--- config.mk ---
export PLATFORM = sky130hd
export DESIGN_NAME = prio_nest_arb
export DESIGN_NICKNAME = d
export VERILOG_FILES = /design/src/rtl/prio_nest_pkg.sv /design/src/rtl/prio_nest_scan.sv /design/src/rtl/prio_nest_exec.sv /design/src/rtl/prio_nest_arb.sv
export SDC_FILE = /design/constraint.sdc
export NUM_CORES = 1
export LEC_CHECK = 0
export ABC_AREA = 1
export BUFFER_PORTS_ARGS = -buffer_cell sky130_fd_sc_hd__clkbuf_2
export CAP_MARGIN = 5
export CORE_ASPECT_RATIO = 0.8
export CORE_MARGIN = 2
export CORE_UTILIZATION = 30
export DETAILED_ROUTE_END_ITERATION = 6
export GPL_TIMING_DRIVEN = 0
export PLACE_DENSITY = 0.56
export SLEW_MARGIN = 5
export SYNTH_ARGS = -nofsm -noshare
export SYNTH_HDL_FRONTEND = slang
export SYNTH_SLANG_ARGS = --single-unit
--- constraint.sdc ---
create_clock -name clk -period 64.5 [get_ports clk]
set_input_delay 6.45 -clock clk [delete_from_list [all_inputs] [get_ports clk]]
set_output_delay 6.45 -clock clk [all_outputs]
set_load 0.05 [all_outputs]
--- src/rtl/prio_nest_pkg.sv ---
package prio_nest_pkg;
    typedef logic signed [9:0] prio_t;
    localparam prio_t PRIO_NONE   = 10'sd256;
    localparam int    VEC_RESET   = 1;
    localparam int    VEC_NMI     = 2;
    localparam int    VEC_HARD    = 3;
    localparam int    VEC_SYNC_HI = 13;
    localparam int    VEC_FIXED   = 3;
    localparam int    VEC_EXT0    = 16;
endpackage

--- src/rtl/prio_nest_scan.sv ---
module prio_nest_scan
    import prio_nest_pkg::*;
#(
    parameter int NUM_VEC = 24,
    parameter int VW      = 5
) (
    input  logic [NUM_VEC-1:0]            en,
    input  logic [NUM_VEC-1:0]            pend,
    input  logic [NUM_VEC-1:0]            act,
    input  logic [NUM_VEC-1:0][9:0]       prio,
    output logic [VW-1:0]                 win_idx,
    output prio_t                         win_prio,
    output prio_t                         act_min,
    output logic                          act_multi
);
    logic [VW:0] act_cnt;

    always_comb begin
        win_idx  = '0;
        win_prio = PRIO_NONE;
        act_min  = PRIO_NONE;
        act_cnt  = '0;
        for (int i = 1; i < NUM_VEC; i++) begin
            if (en[i] && pend[i] && ($signed(prio[i]) < win_prio)) begin
                win_prio = $signed(prio[i]);
                win_idx  = VW'(i);
            end
            if (act[i]) begin
                act_cnt = act_cnt + 1'b1;
                if ($signed(prio[i]) < act_min) begin
                    act_min = $signed(prio[i]);
                end
            end
        end
        act_multi = (act_cnt >= 2);
    end
endmodule

--- src/rtl/prio_nest_exec.sv ---
module prio_nest_exec
    import prio_nest_pkg::*;
(
    input  logic [2:0] grp,
    input  logic       fmask,
    input  logic       imask,
    input  logic [7:0] basepri,
    input  prio_t      act_min,
    output prio_t      act_grp,
    output prio_t      exec_prio
);
    prio_t mask;
    prio_t running;

    always_comb begin
        mask    = $signed(10'h3FF << (4'(grp) + 4'd1));
        act_grp = act_min & mask;
        if (fmask) begin
            running = -10'sd1;
        end else if (imask) begin
            running = 10'sd0;
        end else if (basepri != 8'd0) begin
            running = $signed({2'b00, basepri}) & mask;
        end else begin
            running = PRIO_NONE;
        end
        exec_prio = (running < act_grp) ? running : act_grp;
    end
endmodule

--- src/rtl/prio_nest_arb.sv ---
module prio_nest_arb
    import prio_nest_pkg::*;
#(
    parameter int NUM_EXT = 8,
    parameter int NUM_VEC = VEC_EXT0 + NUM_EXT,
    parameter int VW      = $clog2(NUM_VEC)
) (
    input  logic               clk,
    input  logic               rst_n,
    input  logic [NUM_EXT-1:0] irq_level_i,
    input  logic [NUM_VEC-1:0] pend_set_i,
    input  logic [NUM_VEC-1:0] pend_clr_i,
    input  logic [NUM_VEC-1:0] en_set_i,
    input  logic [NUM_VEC-1:0] en_clr_i,
    input  logic               prio_we_i,
    input  logic [VW-1:0]      prio_idx_i,
    input  logic [7:0]         prio_val_i,
    input  logic [2:0]         grp_i,
    input  logic               fmask_i,
    input  logic               imask_i,
    input  logic [7:0]         basepri_i,
    input  logic               ack_i,
    input  logic               done_i,
    input  logic [VW-1:0]      done_idx_i,
    output logic [VW-1:0]      pend_vec_o,
    output logic               take_o,
    output logic               can_take_o,
    output logic               ret_base_o,
    output logic               done_err_o,
    output logic               forced_o,
    output logic               lockup_o
);
    localparam int LAST_VEC = NUM_VEC - 1;

    typedef struct packed {
        logic [NUM_VEC-1:0]      en;
        logic [NUM_VEC-1:0]      pend;
        logic [NUM_VEC-1:0]      act;
        logic [NUM_VEC-1:0][9:0] prio;
        logic [NUM_EXT-1:0]      lvl;
        logic [VW-1:0]           pv;
        logic                    take;
        logic                    can;
        logic                    rb;
        logic                    err;
        logic                    forced;
        logic                    lock;
    } arb_state_t;

    arb_state_t st_d, st_q;

    logic [VW-1:0] win_idx;
    prio_t         win_prio;
    prio_t         act_min;
    logic          act_multi;
    prio_t         act_grp;
    prio_t         exec_prio;

    prio_nest_scan #(.NUM_VEC(NUM_VEC), .VW(VW)) u_scan (
        .en        (st_q.en),
        .pend      (st_q.pend),
        .act       (st_q.act),
        .prio      (st_q.prio),
        .win_idx   (win_idx),
        .win_prio  (win_prio),
        .act_min   (act_min),
        .act_multi (act_multi)
    );

    prio_nest_exec u_exec (
        .grp       (grp_i),
        .fmask     (fmask_i),
        .imask     (imask_i),
        .basepri   (basepri_i),
        .act_min   (act_min),
        .act_grp   (act_grp),
        .exec_prio (exec_prio)
    );

    // reset value of the state register
    function automatic arb_state_t reset_state();
        arb_state_t r;
        r = '0;
        r.en[VEC_NMI]  = 1'b1;
        r.en[VEC_HARD] = 1'b1;
        r.en[11]       = 1'b1;
        r.en[12]       = 1'b1;
        r.en[14]       = 1'b1;
        r.en[15]       = 1'b1;
        r.prio[VEC_RESET] = 10'h3FD;
        r.prio[VEC_NMI]   = 10'h3FE;
        r.prio[VEC_HARD]  = 10'h3FF;
        return r;
    endfunction

    logic idx_ok;
    logic done_ok;
    logic hard_req;
    logic lock_req;
    logic blocked;
    int   ext_no;

    always_comb begin
        st_d     = st_q;
        hard_req = 1'b0;
        lock_req = 1'b0;
        blocked  = 1'b0;
        ext_no   = 0;

        // enables of configurable vectors
        for (int i = VEC_FIXED + 1; i < NUM_VEC; i++) begin
            st_d.en[i] = en_set_i[i] | (st_q.en[i] & ~en_clr_i[i]);
        end

        // priority write, fixed vectors protected
        idx_ok = (int'(prio_idx_i) > VEC_FIXED) && (int'(prio_idx_i) <= LAST_VEC);
        if (prio_we_i && idx_ok) begin
            st_d.prio[prio_idx_i] = {2'b00, prio_val_i};
        end

        // pending: clear first, then every kind of set
        st_d.pend = st_q.pend & ~pend_clr_i;
        for (int i = VEC_NMI; i < NUM_VEC; i++) begin
            if (pend_set_i[i]) begin
                if (i >= VEC_HARD && i <= VEC_SYNC_HI) begin
                    blocked = ($signed(st_q.prio[i]) >= exec_prio) || !st_q.en[i];
                    if (!blocked) begin
                        st_d.pend[i] = 1'b1;
                    end else if (exec_prio < 0) begin
                        lock_req = 1'b1;
                    end else begin
                        hard_req = 1'b1;
                    end
                end else begin
                    st_d.pend[i] = 1'b1;
                end
            end
        end
        if (hard_req) begin
            st_d.pend[VEC_HARD] = 1'b1;
        end
        st_d.forced = st_q.forced | hard_req;
        st_d.lock   = st_q.lock | lock_req;

        // external level lines: rising edge pends
        for (int e = 0; e < NUM_EXT; e++) begin
            if (irq_level_i[e] && !st_q.lvl[e]) begin
                st_d.pend[VEC_EXT0 + e] = 1'b1;
            end
        end
        st_d.lvl = irq_level_i;

        // completion: result flags and re-pend of a held level
        done_ok = 1'b0;
        st_d.rb  = 1'b0;
        st_d.err = 1'b0;
        if (done_i) begin
            if (int'(done_idx_i) <= LAST_VEC && st_q.act[done_idx_i]) begin
                done_ok = 1'b1;
                st_d.rb = !act_multi;
                if (int'(done_idx_i) >= VEC_EXT0) begin
                    ext_no = int'(done_idx_i) - VEC_EXT0;
                    if (irq_level_i[ext_no]) begin
                        st_d.pend[done_idx_i] = 1'b1;
                    end
                end
            end else begin
                st_d.err = 1'b1;
            end
        end

        // acknowledge of the registered winner
        if (ack_i && (st_q.pv != '0) && st_q.pend[st_q.pv]) begin
            st_d.pend[st_q.pv] = 1'b0;
            st_d.act[st_q.pv]  = 1'b1;
        end
        if (done_ok) begin
            st_d.act[done_idx_i] = 1'b0;
        end

        st_d.pend[0] = 1'b0;
        st_d.pend[VEC_RESET] = 1'b0;

        // registered decisions from the stored state
        st_d.pv   = win_idx;
        st_d.take = (win_prio < act_grp);
        st_d.can  = (exec_prio > win_prio);
    end

    always_ff @(posedge clk) begin
        if (!rst_n) begin
            st_q <= reset_state();
        end else begin
            st_q <= st_d;
        end
    end

    assign pend_vec_o = st_q.pv;
    assign take_o     = st_q.take;
    assign can_take_o = st_q.can;
    assign ret_base_o = st_q.rb;
    assign done_err_o = st_q.err;
    assign forced_o   = st_q.forced;
    assign lockup_o   = st_q.lock;
endmodule

==> results.sh <==
export IMPL_tightest_slew_ns=1.36
export IMPL_syn_to_final_growth_pct=12.9
export IMPL_async_flop_share_pct=0
export IMPL_final_antenna_net_count=0
export IMPL_yosysWarnings=0
export IMPL_antenna_found_initial=8
export IMPL_port_buffers=128
export IMPL_ys_flop_type="dfxtp_1"
export IMPL_tns_ns=0
export IMPL_grt_ovfl_total=0
export IMPL_worstPathMaxFanout=10
export IMPL_grt_setup_unrepaired="no"
export IMPL_tritoncts="built"
export IMPL_setup_viol_count_final=0
export IMPL_grt_pass1_wl_um=167000
export IMPL_core_area_um2=91700
export IMPL_crit_path_top_delay_cell="a311oi_1"
export IMPL_dieArea_um2=95400
export IMPL_vias=29600
export IMPL_nets=5027
export IMPL_crit_arrival_ns=54.90
export IMPL_drive_above_1_share_pct=9.72
export IMPL_powerDensity_nw_per_um2=20.6
export IMPL_maxSlewViolCount=0
export IMPL_num_fill_cells=10000
export IMPL_avgSynthCellArea_um2=6.58
export IMPL_period_minus_slack_ns=54.49
export IMPL_hold_viol=0
export IMPL_drtIter0Drc=2990
export IMPL_critPathLaunchType="register"
export IMPL_via_per_inst=5.23
export IMPL_status="complete, no violations"
export IMPL_yosysUniqueCellTypes=69
export IMPL_total_power_w=0.000650
export IMPL_clkLatencyLatePin_ns=0.58
export IMPL_yosysMostFrequentCell="nand2_1"
export IMPL_grt_max_degree=13
export IMPL_ys_top_cells_by_count="nand2_1 (854), o21ai_0 (594), nor2_1 (545)"
export IMPL_remaining_drc_errors=0
export IMPL_grt_pass1_vias=26900
export IMPL_synth_nets=4850
export IMPL_peakVddDrop_mv=0.0150
export IMPL_clock_sinks=272
export IMPL_synth_area_leader_cell="ha_1"
export IMPL_die_x_um=345
export IMPL_post_drt_wl_per_cell_um=19.7
export IMPL_synthTopCellsByArea="ha_1 (21%), dfxtp_1 (20%), nand2_1 (11%), o21ai_0 (11%), nor2_1 (7.3%)"
export IMPL_ioPinCount=151
export IMPL_post_cts_buffers=0
export IMPL_syn_area_um2=27900
export IMPL_cpMostUsedCell="nand2_1"
export IMPL_yosysTopAreaCellShare_pct=21.1
export IMPL_slew_headroom_pct=9.22
export IMPL_syn_inst=4240
export IMPL_finalWirelength_um=111000
export IMPL_critPathKind="register to register"
export IMPL_endpoint_kind="register"
export IMPL_p_leak_nw=15.6
export IMPL_crit_path_max_incr_delay_ns=0.56
export IMPL_cts_buffer_depth=3
export IMPL_ys_seq_area_share_pct=19.5
export IMPL_max_freq_ghz=0.0184
export IMPL_finalCritPeriodShare_pct=84.5
export IMPL_path_clk_slew_ns=0.06
export IMPL_skew_ns=0.0200
export IMPL_rows=99
export IMPL_floorplan_initialDensity_pct=30.4
export IMPL_drt_pass1_iter_count=6
export IMPL_h_tree_depth=2
export IMPL_hpwl_um=90600
export IMPL_hold_path_class="register to register"
export IMPL_cts_resized=0
export IMPL_synth_edf_count=0
export IMPL_crit_required_ns=64.92
export IMPL_fp_dieH_um=277
export IMPL_ys_seq_elements=272
export IMPL_clockRootBuffer="clkbuf_16"
export IMPL_grt_total_usage_pct=22.8
export IMPL_cts_hold_buffers_added=0
export IMPL_maxCapViolCount=0
export IMPL_cts_buffers=37
export IMPL_gp_routability_congestion=0.936
worst paths after layout:
| path | to | from | slack, ns | cells past startpoint |
|---|---|---|---|---|
| hold / removal | st_q[32]$_SDFFE_PN1P_ | st_q[32]$_SDFFE_PN1P_ | 0.44 | 1 |
| hold reg to reg | st_q[32]$_SDFFE_PN1P_ | st_q[32]$_SDFFE_PN1P_ | 0.44 | 1 |
| setup / recovery | st_q[286]$_SDFF_PN0_ | st_q[260]$_SDFF_PN0_ | 10.01 | 289 |
| setup reg to reg | st_q[286]$_SDFF_PN0_ | st_q[260]$_SDFF_PN0_ | 10.01 | 289 |
sequential cells by signal (all words and copies together), names as in the netlist:
name / flops
pend_vec_o: 5
st_q: 261
ret_base_o: 1
can_take_o: 1
take_o: 1
done_err_o: 1
lockup_o: 1
forced_o: 1
through the flow:
step	instances	hold slack, ns	setup slack, ns	util [%]	instance area [µm²]
6_report	5659	0.442	10.01	34.3	31500
5_1_grt	5657	0.455	5.40	34.3	31500
4_1_cts	5657	0.446	10.99	34.3	31500
3_5_place_dp	5590	0.426	11.16	33.0	30200
3_3_place_gp	5580	0.420	9.43	32.8	30000
2_1_floorplan	4240	0.407	22.84	-	27900
logic make-up (layout without fill, tap and decap cells):
kind of cell / Yosys count / in the layout / synth area share (%)
adder cells (fa/ha/maj): 470 / 470 / 21.1
other: 0 / 2 / 0
XOR/XNOR: 39 / 39 / 1.22
flip-flops: 272 / 272 / 19.5
buffers and inverters: 631 / 836 / 9.27
AND/OR/NAND/NOR: 1812 / 1812 / 28.8
AO/OA/AOI/OAI: 1014 / 1014 / 20.1
multiplexers: 2 / 2 / 0.0718
worst max-delay path, delay by kind of cell, from the launching register on:
family                     cells  cell delay (ns)
DFF                            1             0.35
and+or+nand+nor               88            10.16
buffers and inverters         55            12.06
adders and majority gates     44            12.67
AOI/OAI and AO/OA            102            18.94
routing by layer:
metal | global-route usage (%) | routed length [µm]
met1 | 35.5 | 55200
met4 | 5.61 | 2780
met3 | 3.89 | 10100
met2 | 31.7 | 43100
met5 | 0 | 69
placed cells by master (no fill, tap or decap), types with 14 or more instances in the layout:
cell type / Yosys / final
nand2_1: 854 / 854
o21ai_0: 594 / 585
nor2_1: 545 / 545
inv_1: 483 / 483
ha_1: 470 / 470
dfxtp_1: 272 / 272
a21oi_1: 234 / 234
clkbuf_2: 0 / 128
nand3_1: 107 / 107
clkbuf_1: 76 / 84
nand4_1: 78 / 78
nand2_2: 60 / 60
nor3_1: 55 / 55
clkbuf_16: 0 / 39
or2_2: 37 / 37
a211oi_1: 31 / 31
o22ai_1: 25 / 25
xnor2_1: 23 / 23
clkinv_1: 20 / 20
inv_2: 18 / 18
o221ai_1: 17 / 17
xor2_1: 16 / 16
nand3_2: 15 / 15
o21ai_2: 7 / 15
nand3_4: 14 / 14
clkbuf_8: 7 / 14
o211ai_1: 14 / 14
area by class of cell:
cell class | instances | area (µm²) | share of cell area, %
Clock buffer | 54 | 1100 | 3.50
Buffer | 107 | 613 | 1.95
Tap cell | 1212 | 1520 | 4.82
Timing Repair Buffer | 138 | 773 | 2.46
Multi-Input combinational cell | 3337 | 19900 | 63.2
Sequential cell | 272 | 5450 | 17.3
Inverter | 524 | 1970 | 6.27
Antenna cell | 2 | 5.00 | 0.0159
Clock inverter | 13 | 156 | 0.497
report_power, final:
group          internal (W)  switching, W
sequential         0.000172    0.00000650
clock              0.000131     0.0000899
combinational     0.0000829      0.000167
Note: power is estimated with default switching activity, not from simulation.
